$ cat src/rtl/sdram_dpath.sv
module sdram_dpath #(
  parameter int DW         = 16,
  parameter int BL_LOG_MAX = 3
) (
  input  logic            clk,
  input  logic            rst_n,
  input  logic            cas_lat3,
  input  logic [1:0]      bl_code,
  input  logic            single_wr,
  input  logic            cmd_rd,
  input  logic            cmd_wr,
  input  logic            cmd_pre,
  input  logic            cmd_term,
  input  logic [DW-1:0]   wdata,
  input  logic [DW/8-1:0] wmask,
  input  logic [DW/8-1:0] rd_mask,
  input  logic [DW-1:0]   dq_in,
  output logic [DW-1:0]   dq_out,
  output logic            dq_oe,
  output logic [DW/8-1:0] dqm_out,
  output logic [DW-1:0]   rd_data,
  output logic [DW/8-1:0] rd_valid
);
  localparam int LN    = DW / 8;
  localparam int CNT_W = BL_LOG_MAX;

  logic [CNT_W-1:0] burst_m1, rd_left, wr_left;
  logic             rd_now, wr_now, rd_kill, wr_kill, hit;
  logic [2:0]       rd_pipe;
  logic [LN-1:0]    dqm_d0, dqm_d1;

  assign burst_m1 = {CNT_W{1'b1}} >> (BL_LOG_MAX - int'(bl_code));
  assign rd_kill  = cmd_pre | cmd_term | cmd_wr;
  assign wr_kill  = cmd_pre | cmd_term | cmd_rd;
  assign rd_now   = cmd_rd | ((rd_left != '0) & ~rd_kill);
  assign wr_now   = cmd_wr | ((wr_left != '0) & ~wr_kill);

  assign dq_oe   = wr_now;
  assign dq_out  = wr_now ? wdata : '0;
  assign dqm_out = wr_now ? wmask : rd_mask;
  assign hit     = cas_lat3 ? rd_pipe[2] : rd_pipe[1];

  always_ff @(posedge clk or negedge rst_n) begin
    if (!rst_n) begin
      rd_left <= '0;
      wr_left <= '0;
    end else begin
      if (cmd_rd)                          rd_left <= burst_m1;
      else if (rd_kill || rd_left == '0)   rd_left <= '0;
      else                                 rd_left <= rd_left - 1'b1;
      if (cmd_wr)                          wr_left <= single_wr ? '0 : burst_m1;
      else if (wr_kill || wr_left == '0)   wr_left <= '0;
      else                                 wr_left <= wr_left - 1'b1;
    end
  end

  always_ff @(posedge clk or negedge rst_n) begin
    if (!rst_n) begin
      rd_pipe  <= '0;
      dqm_d0   <= '0;
      dqm_d1   <= '0;
      rd_data  <= '0;
      rd_valid <= '0;
    end else begin
      rd_pipe  <= {rd_pipe[1:0], rd_now};
      dqm_d0   <= dqm_out;
      dqm_d1   <= dqm_d0;
      rd_valid <= hit ? ~dqm_d1 : '0;
      if (hit) rd_data <= dq_in;
    end
  end
endmodule


$ cat config.mk
export PLATFORM = sky130hd
export DESIGN_NAME = sdram_dpath
export DESIGN_NICKNAME = d
export VERILOG_FILES = /design/src/rtl/sdram_dpath.sv
export SDC_FILE = /design/constraint.sdc
export NUM_CORES = 1
export LEC_CHECK = 0
export CAP_MARGIN = 10
export CORE_UTILIZATION = 37
export DETAILED_ROUTE_END_ITERATION = 10
export GPL_TIMING_DRIVEN = 1
export PLACE_DENSITY_LB_ADDON = 0.15
export SYNTH_ARGS = -nofsm -noshare
export SYNTH_HDL_FRONTEND = slang
export SYNTH_SLANG_ARGS = --single-unit
$ cat constraint.sdc
create_clock -name clk -period 1.98 [get_ports clk]
set_input_delay 0.198 -clock clk [delete_from_list [all_inputs] [get_ports clk]]
set_output_delay 0.198 -clock clk [all_outputs]
set_load 0.1 [all_outputs]
# After elaboration in Yosys (flattened, before gate mapping)
# Cells that the tools add are included.
[totals]
ff_bits = 31
inputBits = 46
out_inout_bits = 37
[op_classes]
n_addsub = 3
shift = 1
mux = 9
bitwise = 10
reduce_logical = 6
[ops]
columns = ["operator", "count"]
rows = [
  ["right shift 3 x 32 -> 3 bit, first input constant", 1],
  ["two-way mux 16 bit", 1],
  ["two-way mux 3 bit", 5],
  ["zero test 3 bit", 2],
  ["nonzero test 3 bit", 2],
  ["subtractor 3 x 1 -> 3 bit, second input constant", 2],
  ["OR 1 bit", 5],
  ["two-way mux 2 bit", 2],
  ["subtractor 2 x 2 -> 3 bit, first input constant", 1],
  ["AND 1 bit", 2],
  ["logical OR 1 bit", 2],
  ["NOT 1 bit", 2],
  ["NOT 2 bit", 1],
  ["two-way mux 1 bit", 1],
]

# Logic depth before layout (Yosys ltp)
[logic_depth]
depth_word = 6
depth_mapped = 6
depth_no_buf = 5

# Worst setup path after synthesis
# No wires, ideal clock.
[synth_timing]
path_type = "register to output"
start = "register wr_left[0]"
end = "output dq_out[10]"
arrival_time_ns = 2.286
t_required_ns = 1.782
setup_slack_ns = -0.504
path_stages_with_launch = 7
path_buffers = 1
path_cell_list = "dfrtp_1 inv_1 ha_1 nand2b_1 a21oi_2 buf_2 nor2b_1"
[synth_via]
elab_chain_len = 4
[synth_lines]
columns = ["element", "line_no", "rtl"]
rows = [
  ["start, declared", "27", "logic [CNT_W-1:0] burst_m1, rd_left, wr_left;"],
  ["start signal, assigned", "51", "if (cmd_wr) wr_left <= single_wr ? '0 : burst_m1;"],
  ["start signal, assigned", "53", "else wr_left <= wr_left - 1'b1;"],
  ["nonzero test 3 bit", "36", "assign wr_now = cmd_wr | ((wr_left != '0) & ~wr_kill);"],
  ["AND 1 bit", "36", ""],
  ["OR 1 bit", "36", ""],
  ["two-way mux 16 bit", "39", "assign dq_out = wr_now ? wdata : '0;"],
  ["end, declared", "18", "output logic [DW-1:0] dq_out,"],
]
# Every way passes these cells.

# Worst setup path after layout
[layout_timing]
start = "input cmd_term"
end = "output dq_out[12]"
[layout_via]
elab_chain_len = 6
[layout_lines]
columns = ["element", "line_no", "rtl"]
rows = [
  ["start, declared", "13", "input logic cmd_term,"],
  ["OR 1 bit (2 in a row)", "34", "assign wr_kill = cmd_pre | cmd_term | cmd_rd;"],
  ["NOT 1 bit", "36", ""],
  ["AND 1 bit", "36", ""],
  ["OR 1 bit", "36", ""],
  ["two-way mux 16 bit", "39", ""],
]
# Every way passes these cells.

==> Implementation_results.wiki <==
{| class="wikitable"
! Metric !! Value
|-
| Worst Path Max Fanout || 7
|-
| Unrepaired setup endpoints after global routing || true
|-
| Detailed-placement wirelength estimate || 2.54 mm
|-
| Part of the cycle the worst path needs || 96.7%
|-
| Synthesized instance count || 102
|-
| Via count of the first global-routing pass || 1258
|-
| Die height || 62.7 um
|-
| Ys Warns || 0
|-
| Total Die Area || 0.00394 mm^2
|-
| Post-synthesis cell area || 0.00137 mm^2
|-
| Effective utilization at floorplan || 39.7%
|-
| Clock slew at reported path FFs || 0.06 ns
|-
| Clock network latency to the later pin of the worst-skew pair || 0.28 ns
|-
| CTS Hold Buffers Added || 0
|-
| Static leakage power || 1.19 nW
|-
| Post-layout min period || 1.92 ns
|-
| Worst vdd ir || 539 uV
|-
| Slack of the worst reg-to-reg path || 0.60 ns
|-
| Final Instance Count excl. Fillers || 246
|-
| Data arrival, critical path || 1.72 ns
|-
| Avg Inst Size Synth || 13.4 um^2
|-
| Area overhead of the layout relative to synthesis || 93.0%
|-
| Post-detailed-route wirelength per cell || 13.2 um
|-
| Highest routed metal layer || met4
|-
| Global route overflow || 0
|-
| Global router's overall resource usage || 19.3%
|-
| Placer Congestion || 0.677
|-
| Number of antenna violations at the first check in global routing || 0
|-
| Final setup violating endpoints || 0
|-
| Routed length on met2 || 1.66 mm
|-
| Detailed-route vias per instance || 4.63
|-
| Fraction of the yosys area taken by sequential cells || 56.8%
|-
| Crit Path Class || in2out
|-
| Io pins || 83
|-
| Count of vias placed by the detailed router || 1140
|-
| Top_reg_cell synth || sky130_fd_sc_hd__dfrtp_1
|-
| Max-cap violations || 0
|-
| Wire length of the first global-routing pass || 5.71 mm
|-
| DRC violation count after routing || 0
|-
| Maximum clock insertion buffer count || 2
|-
| Number of diodes || 0
|-
| Critical Path End Type || primary output
|-
| # H-tree levels || 2
|-
| Number of enable flip-flop cells after synthesis || 0
|-
| Root Driver || sky130_fd_sc_hd__clkbuf_8
|-
| Area leader, netlist || sky130_fd_sc_hd__dfrtp_1
|-
| Total power divided by cell area || 900 mW/mm^2
|-
| Placed cells || 232
|-
| DRT Wirelength || 3.24 mm
|-
| Async set or reset register ratio after synthesis || 100%
|-
| Core area || 0.00344 mm^2
|-
| Post-route ant nets || 0
|-
| Worst slew margin relative to its limit || 75.5%
|-
| Ratio of cells with drive above 1 in the final layout || 40.5%
|-
| Number of endpoints with negative hold slack in the final report || 0
|-
| Portion of synthesized cell area occupied by the leading cell type || 56.8%
|-
| Setup clock skew after layout || 0.00395 ns
|-
| Area contributors post-synth || sky130_fd_sc_hd__dfrtp_1 57%, sky130_fd_sc_hd__mux2_4 8.8%, sky130_fd_sc_hd__mux2_2 8.2%
|-
| Startpoint types || primary input
|-
| Total met3 wirelength after detailed routing || 399 um
|-
| Largest net degree at the start of global routing || 32
|-
| Number of sinks driven by the clock tree || 31
|-
| Quantity of I/O buffers inserted on ports || 82
|-
| Number of clock buffers inserted by TritonCTS || 5
|-
| Sum Neg Setup Slack || 0 ns
|-
| CTS tree || yes
|-
| Worst hold path type || in2async
|-
| Post-synth cell types || 22
|-
| Final max-slew violation count || 0
|-
| Post-synth net total || 152
|-
| Count of state elements after synthesis || 31
|-
| Most instantiated library cell after synthesis || sky130_fd_sc_hd__dfrtp_1
|-
| Critical Path RT || 1.78 ns
|-
| Core utilization of the finished layout || 76.6%
|-
| Detailed Routing Iterations Pass 1 || 4
|-
| Worst Hold Margin || 0.315 ns
|-
| Status || complete, no violations
|-
| Most common library cells after synthesis || 31 x sky130_fd_sc_hd__dfrtp_1, 13 x sky130_fd_sc_hd__nor2b_1, 10 x sky130_fd_sc_hd__mux2_2
|-
| Number of nets in the layout || 249
|-
| Max frequency || 522 MHz
|-
| Die span in x || 62.7 um
|-
| DR iter-0 viols || 14
|-
| WL met1 || 1.12 mm
|-
| Tightest Pin Transition || 0.365 ns
|-
| Placement row count || 21
|}
[layout make-up]
class	count	area [um^2]
clock inverters	2	35.0
well taps	46	57.6
fillers	231	807
flip-flops and latches	31	776
inverters	7	26.3
multi-input cells	62	584
clock buffers	6	82.6
repair buffers	92	1070
[critical path: stages]
cell                              delay, ns
sky130_fd_sc_hd__clkdlybuf4s50_1       0.46
sky130_fd_sc_hd__nor3_2                0.26
sky130_fd_sc_hd__a21oi_4               0.09
sky130_fd_sc_hd__buf_12                0.14
sky130_fd_sc_hd__buf_4                 0.13
sky130_fd_sc_hd__nor2b_1               0.21
sky130_fd_sc_hd__buf_12                0.21
[per-stage QoR]
step                instance area (um^2)  total power, mW  setup slack [ns]
floorplan                           1370             1.40            -0.504
global placement                    2420             1.72             0.126
detailed placement                  2420             1.74            0.0898
CTS                                 2630             2.39           0.00385
global route                        2640             2.47         -0.000564
finish                              2640             2.37            0.0649
[where the power goes]
| group | switching [mW] | internal (mW) |
|---|---|---|
| sequential | 0.0320 | 0.698 |
| clock | 0.216 | 0.406 |
| combinational | 0.673 | 0.345 |
| total | 0.921 | 1.45 |
[cells in the final DEF, fill, tap and decap left out, types with 2 or more instances in the layout]
master	instances
sky130_fd_sc_hd__nor2_1	3
sky130_fd_sc_hd__ha_1	3
sky130_fd_sc_hd__xnor2_1	2
sky130_fd_sc_hd__and2b_1	2
sky130_fd_sc_hd__inv_1	5
sky130_fd_sc_hd__mux2_4	10
sky130_fd_sc_hd__mux2_2	8
sky130_fd_sc_hd__nor2b_1	13
sky130_fd_sc_hd__o22ai_1	2
sky130_fd_sc_hd__buf_4	25
sky130_fd_sc_hd__clkdlybuf4s50_1	45
sky130_fd_sc_hd__nand2_1	3
sky130_fd_sc_hd__dfrtp_1	31
sky130_fd_sc_hd__inv_2	2
sky130_fd_sc_hd__clkbuf_8	6
sky130_fd_sc_hd__buf_12	21
sky130_fd_sc_hd__o21ai_0	4
[final timing paths]
kind | start | to | depth (start not counted)
worst max-delay path | cmd_term | dq_out[12] | 7
worst min-delay path | rst_n | rd_pipe[2] | 2
worst max register to register | wr_left[0] | dqm_d0[0] | 6
worst min register to register | rd_pipe[0] | rd_pipe[1] | 0
max in group asynchronous | rst_n | rd_data[0] | 2
min in group clk | rd_pipe[0] | rd_pipe[1] | 0
[state kept, by name (all words and copies together), names as in the netlist]
register  flops
wr_left       3
rd_data      16
rd_valid      2
rd_pipe       3
dqm_d0        2
rd_left       3
dqm_d1        2
[kinds of logic (layout without fill, tap and decap cells)]
family | Yosys count | after routing | share of synthesized area [%]
AND/OR/NAND/NOR | 28 | 28 | 11.9
buffers and inverters | 9 | 107 | 3.39
adder cells (fa/ha/maj) | 4 | 4 | 3.67
flip-flops | 31 | 31 | 56.8
XOR/XNOR | 2 | 2 | 1.28
AO/OA/AOI/OAI | 9 | 9 | 4.22
multiplexers | 19 | 19 | 18.7
[repair_timing]
item                                    4_1_cts  5_1_grt
resized for setup                            10        2
buffers inserted                              6        0
pin swaps                                     1        2
endpoints found under the setup margin        2        5
[metal layers]
| metal | vias up | global-route usage, % |
|---|---|---|
| li1 | 534 | - |
| met5 | - | 0 |
| met3 | 7 | 9.67 |
| met1 | 527 | 19.0 |
| met2 | 72 | 34.2 |
| met4 | 0 | 7.85 |
Power figures use the tool's default switching activity.
